<file path="src/rtl/pit_pkg.sv">
package pit_pkg;
  localparam int BYTE_W = 8;
  localparam int CNT_W  = 2 * BYTE_W;
  localparam int DIGITS = CNT_W / 4;

  typedef enum logic [1:0] {
    ACC_LATCH = 2'd0,
    ACC_LO    = 2'd1,
    ACC_HI    = 2'd2,
    ACC_WORD  = 2'd3
  } access_e;

  typedef enum logic [2:0] {
    OP_TERM    = 3'd0,
    OP_ONESHOT = 3'd1,
    OP_RATE    = 3'd2,
    OP_SQUARE  = 3'd3,
    OP_SWSTB   = 3'd4,
    OP_HWSTB   = 3'd5
  } op_e;

  typedef struct packed {
    logic [1:0] sel;
    access_e    acc;
    logic [2:0] op;
    logic       bcd;
  } cmd_t;

  // Mode codes 6 and 7 fold onto 2 and 3.
  function automatic logic [2:0] norm_op(input logic [2:0] code);
    if (code[2:1] == 2'b11) return {1'b0, code[1:0]};
    return code;
  endfunction

  // One step down in binary or in packed decimal digits (0 wraps to all nines).
  function automatic logic [CNT_W-1:0] step_down(input logic [CNT_W-1:0] v, input logic dec);
    logic [CNT_W-1:0] r;
    logic borrow;
    r = v;
    if (!dec) return v - 1'b1;
    borrow = 1'b1;
    for (int d = 0; d < DIGITS; d++) begin
      if (borrow) begin
        if (r[d*4 +: 4] == 4'd0) r[d*4 +: 4] = 4'd9;
        else begin
          r[d*4 +: 4] = r[d*4 +: 4] - 4'd1;
          borrow = 1'b0;
        end
      end
    end
    return r;
  endfunction
endpackage

</file>
<file path="src/rtl/pit_readout.sv">
module pit_readout
  import pit_pkg::*;
(
  input  logic              clk,
  input  logic              rst_n,
  input  logic              mode_cmd,
  input  logic              latch_cmd,
  input  access_e           acc,
  input  logic [CNT_W-1:0]  count,
  input  logic              data_rd,
  output logic [BYTE_W-1:0] rbyte
);
  logic             latched;
  logic [CNT_W-1:0] snap;
  logic             rd_hi;
  logic [CNT_W-1:0] src;
  logic             pick_hi;

  assign src     = latched ? snap : count;
  assign pick_hi = (acc == ACC_HI) || ((acc == ACC_WORD) && rd_hi);
  assign rbyte   = pick_hi ? src[CNT_W-1 -: BYTE_W] : src[BYTE_W-1:0];

  always_ff @(posedge clk) begin
    if (!rst_n) begin
      latched <= 1'b0;
      snap    <= '0;
      rd_hi   <= 1'b0;
    end else if (mode_cmd) begin
      latched <= 1'b0;
      rd_hi   <= 1'b0;
    end else if (latch_cmd) begin
      if (!latched) begin
        latched <= 1'b1;
        snap    <= count;
        rd_hi   <= 1'b0;
      end
    end else if (data_rd) begin
      if (acc == ACC_WORD && !rd_hi) begin
        rd_hi <= 1'b1;
      end else begin
        rd_hi   <= 1'b0;
        latched <= 1'b0;
      end
    end
  end
endmodule

</file>
<file path="src/rtl/pit_channel.sv">
module pit_channel
  import pit_pkg::*;
(
  input  logic              clk,
  input  logic              rst_n,
  input  logic              tick_en,
  input  logic              gate,
  input  logic              mode_cmd,
  input  logic              latch_cmd,
  input  access_e           cmd_acc,
  input  logic [2:0]        cmd_op,
  input  logic              cmd_bcd,
  input  logic              data_wr,
  input  logic              data_rd,
  input  logic [BYTE_W-1:0] wdata,
  output logic [BYTE_W-1:0] rdata,
  output logic              out_q
);
  access_e           acc;
  logic [2:0]        op;
  logic              bcd;
  logic [CNT_W-1:0]  count;
  logic [BYTE_W-1:0] lo_buf;
  logic              wr_hi;
  logic              running;
  logic              step;
  logic [CNT_W-1:0]  next_count;
  logic              hit_tc;
  logic [2:0]        op_new;

  assign op_new     = norm_op(cmd_op);
  assign step       = running && gate && tick_en;
  assign next_count = step_down(count, bcd);
  assign hit_tc     = step && (next_count == '0);

  always_ff @(posedge clk) begin
    if (!rst_n) begin
      acc     <= ACC_WORD;
      op      <= 3'd0;
      bcd     <= 1'b0;
      count   <= '0;
      lo_buf  <= '0;
      wr_hi   <= 1'b0;
      running <= 1'b0;
      out_q   <= 1'b0;
    end else if (mode_cmd) begin
      acc     <= cmd_acc;
      op      <= op_new;
      bcd     <= cmd_bcd;
      wr_hi   <= 1'b0;
      running <= 1'b0;
      out_q   <= (op_new != OP_TERM);
    end else if (data_wr) begin
      unique case (acc)
        ACC_LO: begin
          count   <= {{BYTE_W{1'b0}}, wdata};
          running <= 1'b1;
          out_q   <= (op != OP_TERM);
        end
        ACC_HI: begin
          count   <= {wdata, {BYTE_W{1'b0}}};
          running <= 1'b1;
          out_q   <= (op != OP_TERM);
        end
        ACC_WORD: begin
          if (!wr_hi) begin
            lo_buf  <= wdata;
            wr_hi   <= 1'b1;
            running <= 1'b0;
          end else begin
            count   <= {wdata, lo_buf};
            wr_hi   <= 1'b0;
            running <= 1'b1;
            out_q   <= (op != OP_TERM);
          end
        end
        default: ;
      endcase
    end else if (step) begin
      count <= next_count;
      if (hit_tc) out_q <= 1'b1;
    end
  end

  pit_readout u_rd (
    .clk       (clk),
    .rst_n     (rst_n),
    .mode_cmd  (mode_cmd),
    .latch_cmd (latch_cmd),
    .acc       (acc),
    .count     (count),
    .data_rd   (data_rd),
    .rbyte     (rdata)
  );
endmodule

</file>
<file path="src/rtl/pit_ctrl_port.sv">
module pit_ctrl_port
  import pit_pkg::*;
(
  input  logic              clk,
  input  logic              rst_n,
  input  logic              wr,
  input  logic [BYTE_W-1:0] wdata,
  input  logic              spk_ch_out,
  output logic              gate_q,
  output logic              spk_en_q,
  output logic [BYTE_W-1:0] rbyte
);
  always_ff @(posedge clk) begin
    if (!rst_n) begin
      gate_q   <= 1'b0;
      spk_en_q <= 1'b0;
    end else if (wr) begin
      gate_q   <= wdata[0];
      spk_en_q <= wdata[1];
    end
  end

  always_comb begin
    rbyte    = '0;
    rbyte[0] = gate_q;
    rbyte[1] = spk_en_q;
    rbyte[5] = spk_ch_out;
  end
endmodule

</file>
<file path="src/rtl/pit_core.sv">
module pit_core
  import pit_pkg::*;
#(
  parameter logic [7:0] DATA_BASE = 8'h40,
  parameter logic [7:0] CMD_ADDR  = 8'h43,
  parameter logic [7:0] CTRL_ADDR = 8'h61
) (
  input  logic       clk,
  input  logic       rst_n,
  input  logic       tick_en,
  input  logic [7:0] io_addr,
  input  logic       io_wr,
  input  logic       io_rd,
  input  logic [7:0] io_wdata,
  output logic [7:0] io_rdata,
  input  logic       gate0_in,
  input  logic       gate1_in,
  output logic       out0,
  output logic       out1,
  output logic       out2,
  output logic       spk_out
);
  localparam int NUM_CH = 3;
  localparam int SPK_CH = NUM_CH - 1;

  cmd_t              cmd_word;
  logic              cmd_wr;
  logic              ctrl_wr;
  logic              gate2;
  logic              spk_bit;
  logic [7:0]        ctrl_rbyte;
  logic [NUM_CH-1:0] ch_out;
  logic [NUM_CH-1:0] ch_gate;
  logic [7:0]        ch_rbyte [NUM_CH];

  assign cmd_word = cmd_t'(io_wdata);
  assign cmd_wr   = io_wr && (io_addr == CMD_ADDR);
  assign ctrl_wr  = io_wr && (io_addr == CTRL_ADDR);
  assign ch_gate  = {gate2, gate1_in, gate0_in};

  for (genvar c = 0; c < NUM_CH; c++) begin : g_ch
    localparam logic [7:0] CH_ADDR = 8'(DATA_BASE + 8'(c));
    logic hit_sel;
    logic mode_cmd;
    logic latch_cmd;
    assign hit_sel   = cmd_wr && (cmd_word.sel == 2'(c));
    assign mode_cmd  = hit_sel && (cmd_word.acc != ACC_LATCH);
    assign latch_cmd = hit_sel && (cmd_word.acc == ACC_LATCH);

    pit_channel u_ch (
      .clk       (clk),
      .rst_n     (rst_n),
      .tick_en   (tick_en),
      .gate      (ch_gate[c]),
      .mode_cmd  (mode_cmd),
      .latch_cmd (latch_cmd),
      .cmd_acc   (cmd_word.acc),
      .cmd_op    (cmd_word.op),
      .cmd_bcd   (cmd_word.bcd),
      .data_wr   (io_wr && (io_addr == CH_ADDR)),
      .data_rd   (io_rd && (io_addr == CH_ADDR)),
      .wdata     (io_wdata),
      .rdata     (ch_rbyte[c]),
      .out_q     (ch_out[c])
    );
  end

  pit_ctrl_port u_ctrl (
    .clk        (clk),
    .rst_n      (rst_n),
    .wr         (ctrl_wr),
    .wdata      (io_wdata),
    .spk_ch_out (ch_out[SPK_CH]),
    .gate_q     (gate2),
    .spk_en_q   (spk_bit),
    .rbyte      (ctrl_rbyte)
  );

  always_comb begin
    io_rdata = '0;
    for (int c = 0; c < NUM_CH; c++)
      if (io_addr == 8'(DATA_BASE + 8'(c))) io_rdata = ch_rbyte[c];
    if (io_addr == CTRL_ADDR) io_rdata = ctrl_rbyte;
  end

  assign out0    = ch_out[0];
  assign out1    = ch_out[1];
  assign out2    = ch_out[SPK_CH];
  assign spk_out = ch_out[SPK_CH] && spk_bit;
endmodule

</file>
<file path="config.mk">
export PLATFORM = sky130hd
export DESIGN_NAME = pit_core
export DESIGN_NICKNAME = d
export VERILOG_FILES = /design/src/rtl/pit_pkg.sv /design/src/rtl/pit_readout.sv /design/src/rtl/pit_channel.sv /design/src/rtl/pit_ctrl_port.sv /design/src/rtl/pit_core.sv
export SDC_FILE = /design/constraint.sdc
export NUM_CORES = 1
export LEC_CHECK = 0
export BUFFER_PORTS_ARGS = -buffer_cell sky130_fd_sc_hd__buf_2
export CAP_MARGIN = 20
export CORE_ASPECT_RATIO = 0.8
export CORE_UTILIZATION = 55
export CTS_BUF_LIST = sky130_fd_sc_hd__clkbuf_16
export DETAILED_ROUTE_END_ITERATION = 7
export HOLD_SLACK_MARGIN = 0.1
export MAX_ROUTING_LAYER = met4
export PLACE_DENSITY = 0.75
export SYNTH_ARGS = -nofsm -noshare
export SYNTH_HDL_FRONTEND = slang
export SYNTH_SLANG_ARGS = --single-unit
export TNS_END_PERCENT = 10
</file>
<file path="constraint.sdc">
create_clock -name clk -period 2.6 [get_ports clk]
set_input_delay 0 -clock clk [delete_from_list [all_inputs] [get_ports clk]]
set_output_delay 0 -clock clk [all_outputs]
set_load 0.005 [all_outputs]
</file>
### Word-level counts from Yosys, hierarchy flattened

Index checks and enable logic that the tools add are counted.

* input port bits: 23
* output and inout port bits: 12
* register bits after elaboration: 155
* logic and storage cells: 319

* muxes and demuxes: 121
* add/sub/neg operators: 15
* reduce and logical (&&, ||, !) cells: 106
* bitwise operators: 7
* eq/ne operators: 35

Operators with widths (count)
* $mux W16: 15
* $pmux W16 S3: 3
* $mux W4: 21
* $mux W1: 67
* $mux W8: 7
* $logic_not A16 Y1: 3
* $logic_not A4 Y1: 12
* $sub A16 B1 Y16 const B: 3
* $sub A4 B1 Y4 const B: 12
* $eq A8 B7 Y1 const B: 5
* $ne A4 B4 Y1 const B: 9
* $reduce_and A4 Y1: 9
* $logic_and A1 B1 Y1: 33
* $reduce_and A2 Y1: 15
* $reduce_bool A3 Y1: 10
* $reduce_bool A2 Y1: 10
* $eq A2 B2 Y1 const B: 8
* $ne A2 B2 Y1 const B: 6
* $pmux W1 S2: 6
* $reduce_or A2 Y1: 6
* $ne A3 B3 Y1 const B: 3
* $eq A2 B1 Y1 const B: 4
* $not A1 Y1: 7
* $mux W3: 2
* other kinds (3): 8

### Longest topological paths before layout

Gate-level depths: netlist (run 1).

* word-level depth: 15
* gate-level depth with buffers: 12
* mapped depth without buffers: 9

### By module

Synthesis (run 1) repeated with hierarchy kept, for this count alone.

* cells, all modules: 1208
* area, all modules: 10144.7 µm²

Modules (own cells, without submodules)
* pit_readout: instances 3, cells an instance 93, seq. area each 360.3 µm², area each 922.1 µm²
* pit_channel (g_ch[0].u_ch): instances 1, cells an instance 286, seq. area each 660.6 µm², area each 2371.0 µm²
* pit_channel (g_ch[1].u_ch): instances 1, cells an instance 276, seq. area each 660.6 µm², area each 2195.9 µm²
* pit_channel (g_ch[2].u_ch): instances 1, cells an instance 276, seq. area each 660.6 µm², area each 2180.8 µm²
* pit_core: instances 1, cells an instance 76, seq. area each 0.0 µm², area each 494.2 µm²
* pit_ctrl_port: instances 1, cells an instance 15, seq. area each 40.0 µm², area each 136.4 µm²

### Worst setup path after synthesis (run 1)

Ideal clock, no wire load.

* path kind: register to register
* start point: reg g_ch[1].u_ch.count[0]
* end point: reg g_ch[1].u_ch.out_q
* required time: 2.521 ns
* cell stages (with the launch flop): 11
* library setup time: 0.079 ns
* clock period less this slack: 2.710 ns
* arrival time: 2.631 ns
* path buffers: 1
* slack: -0.110 ns
* path through: dfxtp_1 > buf_6 > inv_1 > ha_1 > or3b_4 > a2111oi_4 > a21oi_1 > a311o_1 > or4_4 > o21a_1 > o211ai_1

* cells in the longest elaborated chain, start to end: 13
* elaborated cells between the ends (all ways): 18
* classes of those cells: add/sub: 2; mux: 11; reduce/logical: 5

Ends and longest elaborated chain
* from (decl): RTL line pit_channel.sv:22 `logic [CNT_W-1:0] count;`
* from (signal assigned): RTL line pit_channel.sv:56 `count <= {{BYTE_W{1'b0}}, wdata};`
* from (signal assigned): RTL line pit_channel.sv:61 `count <= {wdata, {BYTE_W{1'b0}}};`
* from (signal assigned): RTL line pit_channel.sv:71 `count <= {wdata, lo_buf};`
* $logic_not A4 Y1: RTL line pit_pkg.sv:44 `if (r[d*4 +: 4] == 4'd0) r[d*4 +: 4] = 4'd9;`
* $mux W1: RTL line pit_pkg.sv:44
* $mux W1: RTL line pit_pkg.sv:41 `borrow = 1'b1;`
* $mux W1: RTL line pit_pkg.sv:43 `if (borrow) begin`
* $mux W1: RTL line pit_pkg.sv:41
* $mux W1: RTL line pit_pkg.sv:43
* $mux W1: RTL line pit_pkg.sv:41
* $mux W4: RTL line pit_pkg.sv:43
* $mux W16 *: RTL line pit_pkg.sv:41
* $logic_not A16 Y1 *: RTL line pit_channel.sv:34 `assign hit_tc = step && (next_count == '0);`
* $logic_and A1 B1 Y1 *: RTL line pit_channel.sv:34
* $reduce_bool A3 Y1 (no line) *
* $reduce_and A4 Y1 (no line) *
* to (signal assigned): RTL line pit_channel.sv:52 `out_q <= (op_new != OP_TERM);`
* to (signal assigned): RTL line pit_channel.sv:58 `out_q <= (op != OP_TERM);`
* to (signal assigned): RTL line pit_channel.sv:63 `out_q <= (op != OP_TERM);`
* to (decl): RTL line pit_channel.sv:17 `output logic out_q`

Mark *: on every way between the ends. The rest lies on a longest branch, timed or not. The select of a mux whose other input is x is not followed.
A chain may end at the register's enable or synchronous reset.

### Final worst setup path (run 1)

Ends and elaborated chain as after synthesis.

==> results of run 1 <==
[per-layer routing]
| layer | GRT usage | vias to the layer above |
|---|---|---|
| li1 | - | 4592 |
| met1 | 0.5041 | 4721 |
| met2 | 0.5148 | 501 |
| met3 | 0.07833 | 57 |
| met4 | 0.1033 | 0 |
| met5 | - | - |
[cell type report]
| class | count | area [um^2] | area share |
|---|---|---|---|
| Multi-Input combinational cell | 928 | 5942 | 0.5216 |
| Tap cell | 220 | 275.3 | 0.02417 |
| Timing Repair Buffer | 178 | 1358 | 0.1192 |
| Sequential cell | 155 | 3114 | 0.2734 |
| Antenna cell | 1 | 2.502 | 0.0002197 |
| Inverter | 28 | 110.1 | 0.009666 |
| Clock inverter | 15 | 163.9 | 0.01439 |
| Clock buffer | 17 | 425.4 | 0.03735 |
[stage by stage]
stage	instances	hold slack [ps]	setup TNS, ps
2_1_floorplan	1220	163.2	0
3_3_place_gp	1487	358.0	-16.05
3_5_place_dp	1487	367.5	-179.6
4_1_cts	1537	126.5	-25.19
5_1_grt	1542	193.7	-217.8
6_report	1542	141.6	-38.28
[final timing paths]
path | endpoint | startpoint | depth (start not counted) | slack, ps
setup / recovery | g_ch[1].u_ch.out_q | g_ch[1].u_ch.count[0] | 10 | -40
hold / removal | g_ch[0].u_ch.u_rd.latched | io_addr[1] | 3 | 140
setup reg to reg | g_ch[1].u_ch.out_q | g_ch[1].u_ch.count[0] | 10 | -40
hold reg to reg | g_ch[2].u_ch.u_rd.snap[12] | g_ch[2].u_ch.u_rd.snap[12] | 2 | 450
[state kept, by name, summed over array words and instances (netlist names)]
name / count
g_ch.u_ch.count: 48
g_ch.u_ch.u_rd.snap: 48
g_ch.u_ch.u_rd.latched: 3
g_ch.u_ch.running: 3
g_ch.u_ch.acc: 6
g_ch.u_ch.bcd: 3
u_ctrl.gate_q: 1
g_ch.u_ch.u_rd.rd_hi: 3
u_ctrl.spk_en_q: 1
g_ch.u_ch.op: 9
g_ch.u_ch.wr_hi: 3
g_ch.u_ch.out_q: 3
g_ch.u_ch.lo_buf: 24
[Yosys cell counts, types with 4 or more instances]
cell	instances
mux4_2	23
and3_1	9
a21oi_1	139
a221o_1	4
nand2b_1	7
or3_1	10
nand4_1	6
o22ai_1	6
a32oi_1	4
o2111ai_1	4
buf_6	6
nor2_1	115
and2_1	6
or2_2	7
nand3b_1	4
a221oi_1	14
a311oi_1	8
mux2i_1	33
nand3_1	48
mux2_2	6
ha_1	18
buf_2	8
nor3_1	39
xnor2_1	8
nor3b_1	15
o211a_1	5
a211oi_1	26
nand4b_1	8
dfxtp_1	155
a22oi_1	10
nand2_1	199
o211ai_1	8
o21ai_0	38
or4_1	9
nor4_1	14
clkbuf_1	85
a31oi_1	11
xor2_1	4
nor2b_1	8
inv_1	27
[what timing repair did]
| item | CTS | global route |
|---|---|---|
| buffers inserted | 2 | 4 |
| gates resized for setup | 11 | 24 |
| hold endpoints to repair | 52 | 0 |
| setup endpoints to repair | 8 | 11 |
| pin swaps | 5 | 16 |
| hold buffers | 16 | 0 |
[power groups by stage]
| stage | combinational [uW] | clock (uW) | sequential, uW |
|---|---|---|---|
| finish | 260 | 2540 | 2380 |
| CTS | 251 | 2550 | 2380 |
| detailed placement | 233 | 0 | 2430 |
| floorplan | 130 | 0 | 2430 |
| global route | 274 | 2650 | 2380 |
| global placement | 231 | 0 | 2430 |
[critical path: stages (launching register included)]
cell and delay (ps):
dfxtp_2 350, inv_4 40, ha_4 160, buf_4 130, and2_4 150, o211ai_1 180
xnor2_1 110, or4_1 510, or4_4 550, o21a_1 190, o211ai_1 190
[cells by family after synthesis]
group	count (synthesis)	synth area share
and+or+nand+nor	524	0.2657
AOI/OAI and AO/OA	310	0.2090
DFF	155	0.3260
buffers and inverters	137	0.06441
muxes	64	0.1002
adders and majority gates	18	0.02366
xor gates and xnor gates	12	0.01104
==> reports/qor.yml, run 1 <==
status: "finished with violations"
violations: "setup timing"
gp_congestion: 0.9819
viasPerCell: 6.401
rsz0062_at_grt: "yes"
synthesis.area_mm2: 0.009518
dp_hpwl_um: 21460
ir_drop_mv: 0.3862
layout-drive-gt1-share: 0.2142
power.net_switching_uw: 1274
worstPathRequired_ps: 2940
io_buffers: 34
setup_ws_ps: -38.28
dieWidth_um: 149.1
design.die.area_mm2: 0.01784
combPwrFrac: 0.050
place_area_mm2: 0.01048
drt-initial-drc-count: 975
yosys.cell_types.count: 82
final_common_cell: "nand2_1"
ios: 35
yosysSeqAreaShare: 0.3260
clk_path_buf_depth: 2
crit_arrival_ps: 2980
synth_area_leaders: "dfxtp_1, nand2_1, a21oi_1"
ys_warn_count: 0
cap_violations: 0
core.rowCount: 42
cts_sinks: 155
crit_type: "register to register"
min_period_over_period: 1.015
power_frac_clock: 0.490
fin_nets: 1349
grt_pass1_wl_um: 48150
wl_met2_um: 13580
tightest_slew_ps: 898.0
die_y_um: 119.7
grtUsageTotal: 0.3589
crit_fanout: 5
clk_pin_slew_ps: 70
routedWlPerCell_um: 19.87
cts_tree: "yes"
drc: 0
antenna_found_initial: 1
synth_area_per_cell_um2: 7.802
clock_latency_ps: 430
power_density_mw_per_mm2: 454.3
place_ws_ps: -122.3
start_util: 0.5696
ctsHtreeMaxLevel: 4
wl_met3_um: 2909
setup_viol: 1
final_area_mm2: 0.01139
async_reset_ff_frac: 0
grt_pass1_vias: 8883
syn-num-nets: 1261
power_uw: 5175
yosysTopAreaCell: "dfxtp_1"
synth_edf_count: 0
end_kind: "register"
synth_top_area_frac: 0.3260
hold_viol: 0
start_kind: "register"
hold_class: "input port to register"
ys_seq_elements: 155
m1WireLength_um: 13490
final.setup_skew_ps: 13.04
final_cell_mix: "nand2_1, dfxtp_1, a21oi_1, buf_4, nor2_1"
leakage_uw: 0.004455
layout_min_cycle_time_ps: 2638
nFillCells: 1413
drt-total-wl_um: 30640
pwr-share-seq: 0.460
syn_inst: 1220
final_core_util: 0.6816
maxSlewViolCount: 0
cts_buffers: 17
first_pass_iters: 8
cts-root-buf: "clkbuf_16"
synthFlopType: "dfxtp_1"
route.top_layer_used: "met4"
vias: 9871
max_freq_ghz: 0.3790
grt_max_degree: 59
overflow: 0
power.share.switching: 0.2463
area_delta_synth_final_pct: 19.68
drtAntennaViolNets: 0
p_int_uw: 3900
core_mm2: 0.01671
worst_slew_margin_rel: 0.3958
Note: power is estimated with default switching activity, not from simulation.
==> run 2, diff against run 1 <==
==> constraint.sdc (replaced) <==
create_clock -name clk -period 2.6 [get_ports clk]
set_input_delay 0.13 -clock clk [delete_from_list [all_inputs] [get_ports clk]]
set_output_delay 0.13 -clock clk [all_outputs]
set_load 0.005 [all_outputs]
==> run 2 against run 1 <==
Effect of this change: the flow still finishes with violations (setup timing); hold slack worse by 12 ps; via count down 2.1%; non-clock buffer count down 12; setup slack better by 4.8 ps; cell count down 0.91%; combinational power down 5%; critical path depth unchanged; utilization down 0.91 points; critical path type unchanged; critical endpoint unchanged; largest power group unchanged.
==> reports/qor.yml, run 2 (synthesized netlist as in run 1, its figures left out) <==
drtAntennaViolNets: 0  # unchanged
hold_viol: 0  # unchanged
setup_ws_ps: -33.49  # +4.792 ps
power_uw: 5231  # +1.1%
power.net_switching_uw: 1187  # -6.9%
grtUsageTotal: 0.3500  # -0.008891
pwr-share-seq: 0.455  # -0.005
cts_buffers: 17  # unchanged
viasPerCell: 6.325  # -1.2%
final_cells: 1528  # -0.91%
cts_sinks: 155  # unchanged
gp_congestion: 0.9649  # -1.7%
start_util: 0.5696  # unchanged
overflow: 0  # unchanged
power_frac_clock: 0.498  # +0.008
core_mm2: 0.01671  # unchanged
final.setup_skew_ps: 6.929  # -6.112 ps
die_y_um: 119.7  # unchanged
ios: 35  # unchanged
grt_max_degree: 47  # -20%
setup_viol: 1  # unchanged
power.share.switching: 0.2268  # -0.01943
hold_depth: 3  # unchanged
drc: 0  # unchanged
final_cell_mix: "nand2_1, dfxtp_1, a21oi_1, buf_4, nor2_1"
status: "finished with violations"
layout-drive-gt1-share: 0.2096  # -0.004591
leakage_uw: 0.004419  # -0.79%
io_buffers: 34  # unchanged
worstPathRequired_ps: 2910  # -30 ps
tns_ps: -33.49  # +4.792 ps
design.die.area_mm2: 0.01784  # unchanged
power_density_mw_per_mm2: 465.5  # +2.5%
clk_path_buf_depth: 2  # unchanged
violations: "setup timing"
dp_hpwl_um: 21650  # +0.87%
start_kind: "register"
core.rowCount: 42  # unchanged
routedWlPerCell_um: 19.73  # -0.69%
antenna_found_initial: 1  # unchanged
final_common_cell: "nand2_1"
fin_nets: 1337  # -0.89%
combPwrFrac: 0.047  # -0.003
ctsHtreeMaxLevel: 4  # unchanged
crit_fanout: 5  # unchanged
worstRegToRegCells: 10  # unchanged
maxSlewViolCount: 0  # unchanged
cts-root-buf: "clkbuf_16"
clock_latency_ps: 430  # about the same
dieWidth_um: 149.1  # unchanged
cts_tree: "yes"
layout_min_cycle_time_ps: 2633  # -4.792 ps
ir_drop_mv: 0.4096  # +6.1%
min_period_over_period: 1.013  # -0.001843
rsz0062_at_grt: "yes"
clk_pin_slew_ps: 60  # about the same
end_kind: "register"
first_pass_iters: 8  # unchanged
hold_class: "input port to register"
whs_ps: 129.8  # -11.73 ps
drt-total-wl_um: 30150  # -1.6%
tightest_slew_ps: 655.1  # -242.9 ps
vias: 9665  # -2.1%
top_regs: "g_ch.u_ch.count: 48 flops, g_ch.u_ch.u_rd.snap: 48 flops, g_ch.u_ch.lo_buf: 24 flops"
worst_slew_margin_rel: 0.5592  # +0.1634
final_core_util: 0.6725  # -0.009134
drt-initial-drc-count: 1228  # +26%
crit_type: "register to register"
max_freq_ghz: 0.3797  # +0.18%
grt_pass1_wl_um: 47090  # -2.2%
crit_arrival_ps: 2950  # -30 ps
grt_pass1_vias: 8744  # -1.6%
p_int_uw: 4045  # +3.7%
dp_cells: 1494  # +0.47%
area_delta_synth_final_pct: 18.08
cap_violations: 0  # unchanged
-- run 2: cell types whose count changed in the layout (fill, tap and decap cells not counted), sizes merged --
cell,delta
clkinv,+2
buf,+3
inv,-4
dlygate4sd3,-15
clkinvlp,-2
bufinv,+2
-- run 2: what timing repair did --
item / 4_1_cts / 5_1_grt
resized for setup: 12 / 18
hold buffers: 1 / 0
buffers inserted: 2 / 0
pin swaps: 6 / 1
setup endpoints to repair: 9 / 12
hold endpoints to repair: 2 / 0
-- run 2: power by group through the flow --
stage                     logic (uW)  clock network, uW  registers [uW]
after CTS                        237               2600            2380
final                            246               2610            2380
after global placement           232                  0            2430
after floorplan                  130                  0            2430
after detailed placement         234                  0            2430
after global routing             259               2720            2380
-- run 2: final cells by class --
cell class,count,area (um^2)
Timing Repair Buffer,166,1205
Clock buffer,17,425.4
Antenna cell,1,2.502
Inverter,28,110.1
Clock inverter,13,177.7
Fill cell,1366,5473
Sequential cell,155,3110
Tap cell,220,275.3
Multi-Input combinational cell,928,5932
-- run 2: layer usage --
layer	GRT usage	up-vias	wire length, um
met5	-	-	0
met4	0.1078	0	757
met3	0.07605	57	3009
met2	0.5061	488	13120
met1	0.4857	4540	13270
li1	-	4580	-
-- run 2: critical path, stage by stage (launching register included) --
cell	delay [ps]
dfxtp_2	340
inv_4	60
ha_4	150
buf_4	110
or4bb_2	600
or4_2	540
a21oi_1	160
a311o_1	190
or4_4	150
o21a_1	120
o211ai_1	90
-- run 2: worst paths after layout --
path                                                start                         to  slack, ps
worst min register to register  g_ch[0].u_ch.u_rd.snap[2]  g_ch[0].u_ch.u_rd.snap[2]        450
worst max register to register      g_ch[1].u_ch.count[0]         g_ch[1].u_ch.out_q        -30
worst max-delay path                g_ch[1].u_ch.count[0]         g_ch[1].u_ch.out_q        -30
worst min-delay path                          io_wdata[0]           g_ch[2].u_ch.bcd        130
-- run 2: stage by stage --
| stage | setup slack [ps] | instance area [um^2] |
|---|---|---|
| floorplan | 8.357 | 9539 |
| global placement | -43.02 | 10500 |
| detailed placement | -93.49 | 10500 |
| CTS | -28.44 | 11160 |
| global route | -115.9 | 11240 |
| finish | -33.49 | 11240 |
